## src/rtl/nrd_pkg.sv

```systemverilog
package nrd_pkg;

  typedef enum logic {
    OP_ADD = 1'b0,
    OP_SUB = 1'b1
  } rowop_e;

  localparam int unsigned PIPE_LAT = 2;

  function automatic logic fa_sum(input logic a, input logic b, input logic c);
    return a ^ b ^ c;
  endfunction

  function automatic logic fa_carry(input logic a, input logic b, input logic c);
    return (a & b) | (c & (a ^ b));
  endfunction

endpackage

```

## src/rtl/nrd_row.sv

```systemverilog
module nrd_row
  import nrd_pkg::*;
#(
  parameter int N = 9
) (
  input  logic [N-1:0] acc,
  input  logic [N-1:0] dvs,
  input  rowop_e       op,
  output logic [N-1:0] sum
);
  logic         sub;
  logic [N-1:0] opnd;
  logic [N-1:0] cy;

  assign sub   = (op == OP_SUB);
  assign opnd  = dvs ^ {N{sub}};
  assign cy[0] = sub;

  for (genvar j = 0; j < N; j++) begin : g_bit
    assign sum[j] = fa_sum(acc[j], opnd[j], cy[j]);
    if (j < N - 1) begin : g_cy
      assign cy[j+1] = fa_carry(acc[j], opnd[j], cy[j]);
    end
  end
endmodule

```

## src/rtl/nrd_array.sv

```systemverilog
module nrd_array
  import nrd_pkg::*;
#(
  parameter int W = 8
) (
  input  logic [W-1:0] dividend,
  input  logic [W-1:0] divisor,
  output logic [W-1:0] quo,
  output logic [W-1:0] rem,
  output logic         neg_final
);
  localparam int PW = W + 1;

  logic [PW-1:0] prem [0:W];
  logic [W-1:0]  fixed;

  assign prem[0] = '0;

  for (genvar k = 0; k < W; k++) begin : g_row
    logic [PW-1:0] shifted;
    rowop_e        op;
    assign shifted = {prem[k][W-1:0], dividend[W-1-k]};
    assign op      = prem[k][W] ? OP_ADD : OP_SUB;
    nrd_row #(.N(PW)) u_row (
      .acc (shifted),
      .dvs ({1'b0, divisor}),
      .op  (op),
      .sum (prem[k+1])
    );
    assign quo[W-1-k] = ~prem[k+1][W];
  end

  nrd_row #(.N(W)) u_fix (
    .acc (prem[W][W-1:0]),
    .dvs (divisor),
    .op  (OP_ADD),
    .sum (fixed)
  );

  assign neg_final = prem[W][W];
  assign rem       = neg_final ? fixed : prem[W][W-1:0];
endmodule

```

## src/rtl/nrd_bigpath.sv

```systemverilog
module nrd_bigpath
  import nrd_pkg::*;
#(
  parameter int W = 8
) (
  input  logic [W-1:0] dividend,
  input  logic [W-1:0] divisor,
  output logic [W-1:0] quo,
  output logic [W-1:0] rem
);
  logic [W:0] diff;
  logic       borrow;

  nrd_row #(.N(W + 1)) u_trial (
    .acc ({1'b0, dividend}),
    .dvs ({1'b0, divisor}),
    .op  (OP_SUB),
    .sum (diff)
  );

  assign borrow = diff[W];
  assign quo    = borrow ? '0 : W'(1);
  assign rem    = borrow ? dividend : diff[W-1:0];
endmodule

```

## src/rtl/nrd_divider.sv

```systemverilog
module nrd_divider
  import nrd_pkg::*;
#(
  parameter int W = 8
) (
  input  logic         clk,
  input  logic         rst_n,
  input  logic         start,
  input  logic [W-1:0] dividend,
  input  logic [W-1:0] divisor,
  output logic         done,
  output logic [W-1:0] quotient,
  output logic [W-1:0] remainder,
  output logic         div_zero,
  output logic         carry_out
);
  logic         stage_valid;
  logic [W-1:0] st_a;
  logic [W-1:0] st_d;

  logic [W-1:0] arr_q, arr_r, big_q, big_r;
  logic         neg_final;
  logic         use_big;
  logic         dvs_zero;
  logic [W-1:0] sel_q, sel_r;

  always_ff @(posedge clk or negedge rst_n) begin
    if (!rst_n) begin
      stage_valid <= 1'b0;
      st_a        <= '0;
      st_d        <= '0;
    end else begin
      stage_valid <= start;
      if (start) begin
        st_a <= dividend;
        st_d <= divisor;
      end
    end
  end

  nrd_array #(.W(W)) u_array (
    .dividend  (st_a),
    .divisor   (st_d),
    .quo       (arr_q),
    .rem       (arr_r),
    .neg_final (neg_final)
  );

  nrd_bigpath #(.W(W)) u_big (
    .dividend (st_a),
    .divisor  (st_d),
    .quo      (big_q),
    .rem      (big_r)
  );

  assign use_big  = st_d[W-1];
  assign dvs_zero = (st_d == '0);
  assign sel_q    = use_big ? big_q : arr_q;
  assign sel_r    = use_big ? big_r : arr_r;

  always_ff @(posedge clk or negedge rst_n) begin
    if (!rst_n) begin
      done      <= 1'b0;
      quotient  <= '0;
      remainder <= '0;
      div_zero  <= 1'b0;
    end else begin
      done <= stage_valid;
      if (stage_valid) begin
        quotient  <= sel_q;
        remainder <= sel_r;
        div_zero  <= dvs_zero;
      end
    end
  end

  assign carry_out = 1'b0;
endmodule

```

## config.mk

```make
export PLATFORM = sky130hd
export DESIGN_NAME = nrd_divider
export DESIGN_NICKNAME = d
export VERILOG_FILES = /design/src/rtl/nrd_pkg.sv /design/src/rtl/nrd_row.sv /design/src/rtl/nrd_array.sv /design/src/rtl/nrd_bigpath.sv /design/src/rtl/nrd_divider.sv
export SDC_FILE = /design/constraint.sdc
export NUM_CORES = 1
export LEC_CHECK = 0
export BUFFER_PORTS_ARGS = -buffer_cell sky130_fd_sc_hd__clkbuf_2
export CORE_ASPECT_RATIO = 0.75
export CORE_MARGIN = 1
export CORE_UTILIZATION = 40
export DETAILED_ROUTE_END_ITERATION = 8
export SYNTH_ARGS = -nofsm -noshare
export SYNTH_HDL_FRONTEND = slang
export SYNTH_SLANG_ARGS = --single-unit
```

## constraint.sdc

```tcl
create_clock -name clk -period 33 [get_ports clk]
set_input_delay 6.6 -clock clk [delete_from_list [all_inputs] [get_ports clk]]
set_output_delay 6.6 -clock clk [all_outputs]
set_load 0.01 [all_outputs]
```

* Word level (Yosys, flattened, before mapping)
Cells that the tools add are included.
** Operators by class
- Multiply operators :: 0
- Bitwise gates (word level) :: 403
- Magnitude comparators :: 0
- Reductions and logical operators :: 1
- Equality and inequality tests :: 0
- Shift-type cells :: 0
- Div/mod/pow operators :: 0
- Muxes and demuxes :: 12
- Add/subtract/negate cells :: 0
** Operator list (count)
- $xor A1 B1 Y1 :: 166
- $and A1 B1 Y1 :: 148
- $or A1 B1 Y1 :: 71
- $xor A8 B9 Y9 :: 7
- $mux W8 :: 4
- $not A1 Y1 :: 10
- $not A8 Y9 :: 1
- $logic_not A8 Y1 :: 1
- $mux W1 :: 8
** Storage, ports and cells
- Input bits :: 19
- Memories :: 0
- Word-level logic and storage cells :: 423
- Bits in read-only memories :: 0
- Latch bits :: 0
- Output and inout bits :: 19
- Register bits after elaboration :: 35
- Memory bits (writable) :: 0

* Depth between registers and ports, before layout
- Word-level depth :: 153
- Depth in mapped cells :: 107

* Cells and area by module
A second synthesis with hierarchy kept.
** Second synthesis, totals
- Cell total of the unflattened synthesis :: 495
- Area, all modules :: 5038.6 um^2
** Modules (own cells, without submodules)
- nrd_row (u_array.g_row[0].u_row ...) :: cells an instance 34, times used 9, sequential area each 0.0 um^2, area an instance 317.8 um^2
- nrd_divider :: cells an instance 114, times used 1, sequential area each 875.8 um^2, area an instance 1480.2 um^2
- nrd_row (u_array.u_fix) :: cells an instance 30, times used 1, sequential area each 0.0 um^2, area an instance 281.5 um^2
- nrd_array :: cells an instance 26, times used 1, sequential area each 0.0 um^2, area an instance 221.5 um^2
- nrd_bigpath :: cells an instance 19, times used 1, sequential area each 0.0 um^2, area an instance 195.2 um^2

* Worst setup path after synthesis
OpenSTA, ideal clock, no wires.
- Path type :: reg2reg
- From :: reg st_d[1]
- To :: reg remainder[6]
- Period minus slack after synthesis :: 25.200 ns
- Buffers on the path :: 5
- Path slack :: 7.800 ns
- Required time :: 32.914 ns
- Cell stages (with the launch flop) :: 106
- Arrival time :: 25.114 ns
- Cells stage by stage :: dfrtp_1 clkbuf_1 inv_1 ha_1 ha_1 ha_1 ha_1 ha_1 ha_1 nor2b_1 clkbuf_1 xnor2_1 fa_1 fa_1 inv_1 fa_1 fa_1 inv_1 [... 70 more ...] xnor2_1 xnor2_4 xor2_4 xnor2_1 fa_1 fa_1 fa_1 fa_1 fa_1 fa_1 inv_1 fa_1 xnor2_1 xnor2_2 xnor2_1 buf_6 mux2_4 o221ai_2
** Between the ends
- Longest elaborated chain between the ends :: 151
- Elaborated cells between the ends (all ways) :: 367
- Those cells by class :: mux: 10; bitwise: 357
** Ends and longest elaborated chain
- start: declaration :: RTL line nrd_divider.sv:19 : logic [W-1:0] st_d;
- start signal: assignment :: RTL line nrd_divider.sv:36 : st_d <= divisor;
- $not A8 Y9 (no line)
- $and A1 B1 Y1 (7 in a row) :: RTL line nrd_pkg.sv:15 : return (a & b) | (c & (a ^ b));
- $xor A1 B1 Y1 :: RTL line nrd_pkg.sv:11 : return a ^ b ^ c;
- $mux W1 :: RTL line nrd_array.sv:23 : assign op = prem[k][W] ? OP_ADD : OP_SUB;
- $xor A8 B9 Y9 :: RTL line nrd_row.sv:16 : assign opnd = dvs ^ {N{sub}};
- $xor A1 B1 Y1 :: RTL line nrd_pkg.sv:11, nrd_pkg.sv:15
- $and A1 B1 Y1 :: RTL line nrd_pkg.sv:15
- $or A1 B1 Y1 :: RTL line nrd_pkg.sv:15
- [... 129 more ...]
- $or A1 B1 Y1 :: RTL line nrd_pkg.sv:15
- $and A1 B1 Y1 :: RTL line nrd_pkg.sv:15
- $or A1 B1 Y1 :: RTL line nrd_pkg.sv:15
- $and A1 B1 Y1 :: RTL line nrd_pkg.sv:15
- $or A1 B1 Y1 :: RTL line nrd_pkg.sv:15
- $xor A1 B1 Y1 :: RTL line nrd_pkg.sv:11
- $mux W8 :: RTL line nrd_array.sv:41 : assign rem = neg_final ? fixed : prem[W][W-1:0];
- $mux W8 * :: RTL line nrd_divider.sv:59 : assign sel_r = use_big ? big_r : arr_r;
- end signal: assignment :: RTL line nrd_divider.sv:71 : remainder <= sel_r;
- end: declaration :: RTL line nrd_divider.sv:13 : output logic [W-1:0] remainder,
Mark *: on every way between the ends. The rest lies on a longest branch, timed or not.
A chain may end at the register's enable or synchronous reset.

* Final worst setup path
- From :: reg st_d[0]
- To :: reg remainder[1]
** Between the ends
- Longest elaborated chain between the ends :: 153
- Elaborated cells between the ends (all ways) :: 347
- Those cells by class :: mux: 10; bitwise: 337
** Ends and longest elaborated chain (RTL line)
- $not A8 Y9 (no line)
- $and A1 B1 Y1 or $xor A1 B1 Y1 (tied branches) :: nrd_pkg.sv:15, nrd_pkg.sv:11
- $or A1 B1 Y1 :: nrd_pkg.sv:15
- $and A1 B1 Y1 (7 in a row) :: nrd_pkg.sv:15
- $xor A1 B1 Y1 :: nrd_pkg.sv:11
- $mux W1 :: nrd_array.sv:23
- $xor A8 B9 Y9 :: nrd_row.sv:16
- $xor A1 B1 Y1 :: nrd_pkg.sv:11, nrd_pkg.sv:15
- [... 131 more ...]
- $or A1 B1 Y1 :: nrd_pkg.sv:15
- $and A1 B1 Y1 :: nrd_pkg.sv:15
- $or A1 B1 Y1 :: nrd_pkg.sv:15
- $and A1 B1 Y1 :: nrd_pkg.sv:15
- $or A1 B1 Y1 :: nrd_pkg.sv:15
- $xor A1 B1 Y1 :: nrd_pkg.sv:11
- $mux W8 :: nrd_array.sv:41
- $mux W8 * :: nrd_divider.sv:59
Marks and branches as above.

==> summary.txt <==
Floorplanning
  • Standard-cell rows: 31
  • DIE AREA: 0.01056 mm2
  • Die Width: 118.3 um
  • Die height: 89.23 um
  • Effective utilization at floorplan: 41.51%
  • Area of the placeable core: 0.009774 mm2
  • Count of boundary I/O pins: 38

Layout
  • Number of antenna repair diodes: 0
  • Layout cells sized above 1: 17.66%
  • Post-Layout Cell Count: 534
  • Number of nets in the final layout: 495
  • Post-layout utilization of the core: 45.84%
  • Layout area overhead: 10.42%
  • Number of filler instances in the final layout: 947

Synthesis
  • Yosys cell types: 37
  • Number of synthesized register bits: 35
  • Net count after synthesis: 472
  • Adder-cell share of the synthesized area: 34.60%
  • Main combinational cell family by area after synthesis: adder cells
  • Synthesized-area fraction occupied by ao, oa, aoi and oai cells: 7.277%
  • Share of async-settable or async-resettable flops after synthesis: 100.0%
  • Multiplexer fraction of the synthesized cell area: 5.180%
  • Mean cell area of the mapped netlist: 10.73 um2
  • Post-synthesis simple-gate area fraction: 5.581%
  • Count of flip-flops with a built-in enable after synthesis: 0
  • Synth Instances: 378
  • Synthesized-area fraction occupied by xor and xnor cells: 16.96%
  • Synthesized area: 0.004058 mm2
  • Synthesis Warnings: 0
  • Share of synthesized area occupied by flip-flops and latches: 21.58%
  • Most used flip-flop cell after synthesis: sky130_fd_sc_hd__dfrtp_1

Timing
  • Clock period minus worst slack: 27660 ps
  • Unrepaired setup endpoints after global routing: false
  • Clk_skew: 6.021 ps
  • Fin Setup TNS: 0 ps
  • Highest attainable clock frequency: 36.15 MHz
  • Worst Setup Slack, final: 5341 ps
  • Final setup violation count: 0
  • Final critical-path share of the clock period: 83.81%
  • Final count of hold timing violations: 0
  • Final Slew Violations: 0
  • Slew margin rel.: 26.26%
  • Transition time at the pin with the least slew margin: 1098 ps

GRT
  • Grt ovf: 0
  • Number of global-route vias before repair: 2530
  • Pin count of the biggest net entering global routing: 36
  • Initial antenna violation count: 0
  • Global-route total usage across every layer: 16.30%
  • Global-route wire length before repair: 13.02 mm

Min path
  • Worst hold path cell count: 1
  • Worst min-delay path category: reg -> reg
  • End point of the worst hold path: quotient[1]
  • Launch instance of the worst min-delay path: quotient[1]

Setup path
  • Maximum single-stage delay on the critical path: 870 ps
  • Max Fanout on Critical Path: 21
  • Data arrival time of the worst path: 27860 ps
  • Worst reg2reg path depth: 103
  • Critical path's slowest cell: sky130_fd_sc_hd__dfrtp_1
  • FF-to-FF setup slack: 5340 ps
  • Worst path most repeated cell: sky130_fd_sc_hd__fa_1
  • Launch point of the worst reg-to-reg path: st_d[0]
  • Req. time, crit path: 33200 ps
  • Crit path capture type: register
  • Critical Setup Path Class: reg -> reg
  • Element type at the critical path start: register
  • RR Endpoint: remainder[1]

CTS
  • CTS buffer count: 5
  • Maximum root-to-sink buffer count: 2
  • Post-CTS Setup Bufs: 0
  • Root Buffer Master: sky130_fd_sc_hd__clkbuf_16
  • TritonCTS clock tree: done
  • Reg clk slew, reported paths: 60 ps
  • Cts hold-fix bufs: 0
  • Clock latency at the later pin of the worst-skew pair: 290 ps
  • Clock Sink Count: 35
  • H-tree depth reported by CTS: 2
  • Gates resized, CTS repair: 0

Drt
  • Aggregate routed wire length: 7.887 mm
  • Count of routing violations after the opening detailed-route iteration: 96
  • Post-route DRC violation count: 0
  • Detailed-router iteration count before antenna repair: 4
  • Antenna violation net count after detailed routing: 0
  • Per-cell routed wire length: 14.77 um
  • Via count: 2529
  • Post-detailed-route via-to-cell ratio: 4.736

Run status
  • Result of the run: complete, no violations

Placement
  • Pre-CTS setup slack: 5233 ps
  • Buffers added on ports: 36
  • Number of cells in the design after placement: 526
  • Detailed-placement wirelength estimate: 6.356 mm
  • Routability Congestion: 0.7864

Flow run
  • Max_cap viols: 0
synth_stat cells, types with 2 or more instances:
master / n / share of area, %
sky130_fd_sc_hd__dfrtp_1: 35 / 22
sky130_fd_sc_hd__and4b_1: 2 / 0.49
sky130_fd_sc_hd__clkinv_1: 5 / 0.46
sky130_fd_sc_hd__xnor2_1: 52 / 11
sky130_fd_sc_hd__fa_1: 62 / 31
sky130_fd_sc_hd__mux2_2: 8 / 2.2
sky130_fd_sc_hd__nor2b_1: 3 / 0.46
sky130_fd_sc_hd__o221ai_2: 4 / 1.5
sky130_fd_sc_hd__mux2i_1: 6 / 1.5
sky130_fd_sc_hd__clkbuf_1: 16 / 1.5
sky130_fd_sc_hd__nor4_1: 2 / 0.31
sky130_fd_sc_hd__nor2_1: 8 / 0.74
sky130_fd_sc_hd__xor2_1: 4 / 0.86
sky130_fd_sc_hd__xnor2_4: 3 / 2.0
sky130_fd_sc_hd__mux2_4: 4 / 1.5
sky130_fd_sc_hd__inv_1: 63 / 5.8
sky130_fd_sc_hd__a21boi_0: 2 / 0.37
sky130_fd_sc_hd__nor3_1: 2 / 0.25
sky130_fd_sc_hd__nand2_1: 23 / 2.1
sky130_fd_sc_hd__a21oi_1: 9 / 1.1
sky130_fd_sc_hd__o221ai_1: 2 / 0.43
sky130_fd_sc_hd__xnor2_2: 3 / 1.2
sky130_fd_sc_hd__o21ai_0: 28 / 3.5
sky130_fd_sc_hd__buf_6: 2 / 0.56
sky130_fd_sc_hd__ha_1: 13 / 4.0
sky130_fd_sc_hd__nand2b_1: 6 / 0.93
critical path: cells and delay by family (launching register included):
family / cells / cell delay [ps]
DFF: 1 / 870
muxes: 1 / 420
buffers and inverters: 20 / 1390
AOI/OAI and AO/OA: 3 / 540
adders and majority gates: 56 / 17330
and+or+nand+nor: 2 / 340
xor gates and xnor gates: 21 / 6660
registers in the layout (all words and copies together), names as in the netlist:
register     cells
div_zero         1
done             1
quotient         8
remainder        8
st_a             8
st_d             8
stage_valid      1
per-layer routing:
metal,vias to the layer above,track usage [%],share of wire [%]
li1,1202,-,-
met1,1275,23.78,51
met2,46,25.19,44
met3,6,3.635,5.2
met4,0,2.914,0.42
met5,-,0,0
final cells by class:
cell class | count | area [um2] | share of cell area [%]
clock buffers | 5 | 125.1 | 2.793
flip-flops and latches | 35 | 875.8 | 19.55
inverters | 68 | 255.2 | 5.697
clock inverters | 3 | 43.79 | 0.9774
repair buffers | 37 | 187.7 | 4.189
multi-input cells | 254 | 2828 | 63.11
well taps | 132 | 165.2 | 3.686
how the worst max path moves through the flow:
stage	to	from	slack (ps)	depth (start not counted)
finish	remainder[1]	st_d[0]	5340	103
CTS	remainder[1]	st_d[0]	5140	102
global placement	remainder[1]	st_d[0]	5570	103
floorplan	remainder[6]	st_d[1]	7800	105
global route	remainder[1]	st_d[0]	3540	103
detailed placement	remainder[1]	st_d[0]	5230	102
logic make-up (layout without fill, tap and decap cells):
kind of cell             Yosys count  after routing
AO/OA/AOI/OAI                     47             47
XOR/XNOR                          65             65
adder cells (fa/ha/maj)           75             75
buffers and inverters             89            113
flip-flops                        35             35
multiplexers                      18             18
other                              1              1
AND/OR/NAND/NOR                   48             48
per-stage QoR:
stage	cell area (um2)	hold slack [ps]
finish	4481	502.5
global route	4481	529.7
CTS	4481	507.8
detailed placement	4312	495.6
global placement	4312	489.6
floorplan	4058	366.2
layout by cell type (no fill, tap or decap), drive strengths merged, types with 3 or more instances in the layout:
| master | instances |
|---|---|
| inv | 63 |
| fa | 62 |
| xnor2 | 58 |
| clkbuf | 41 |
| dfrtp | 35 |
| o21ai | 28 |
| nand2 | 23 |
| ha | 13 |
| mux2 | 12 |
| a21oi | 9 |
| nor2 | 8 |
| clkinv | 7 |
| mux2i | 6 |
| nand2b | 6 |
| xor2 | 6 |
| o221ai | 6 |
| nor2b | 3 |
Power is left out: the tool's default activity adds up to more than one toggle a clock period on the data nets, which glitch-free logic cannot reach.
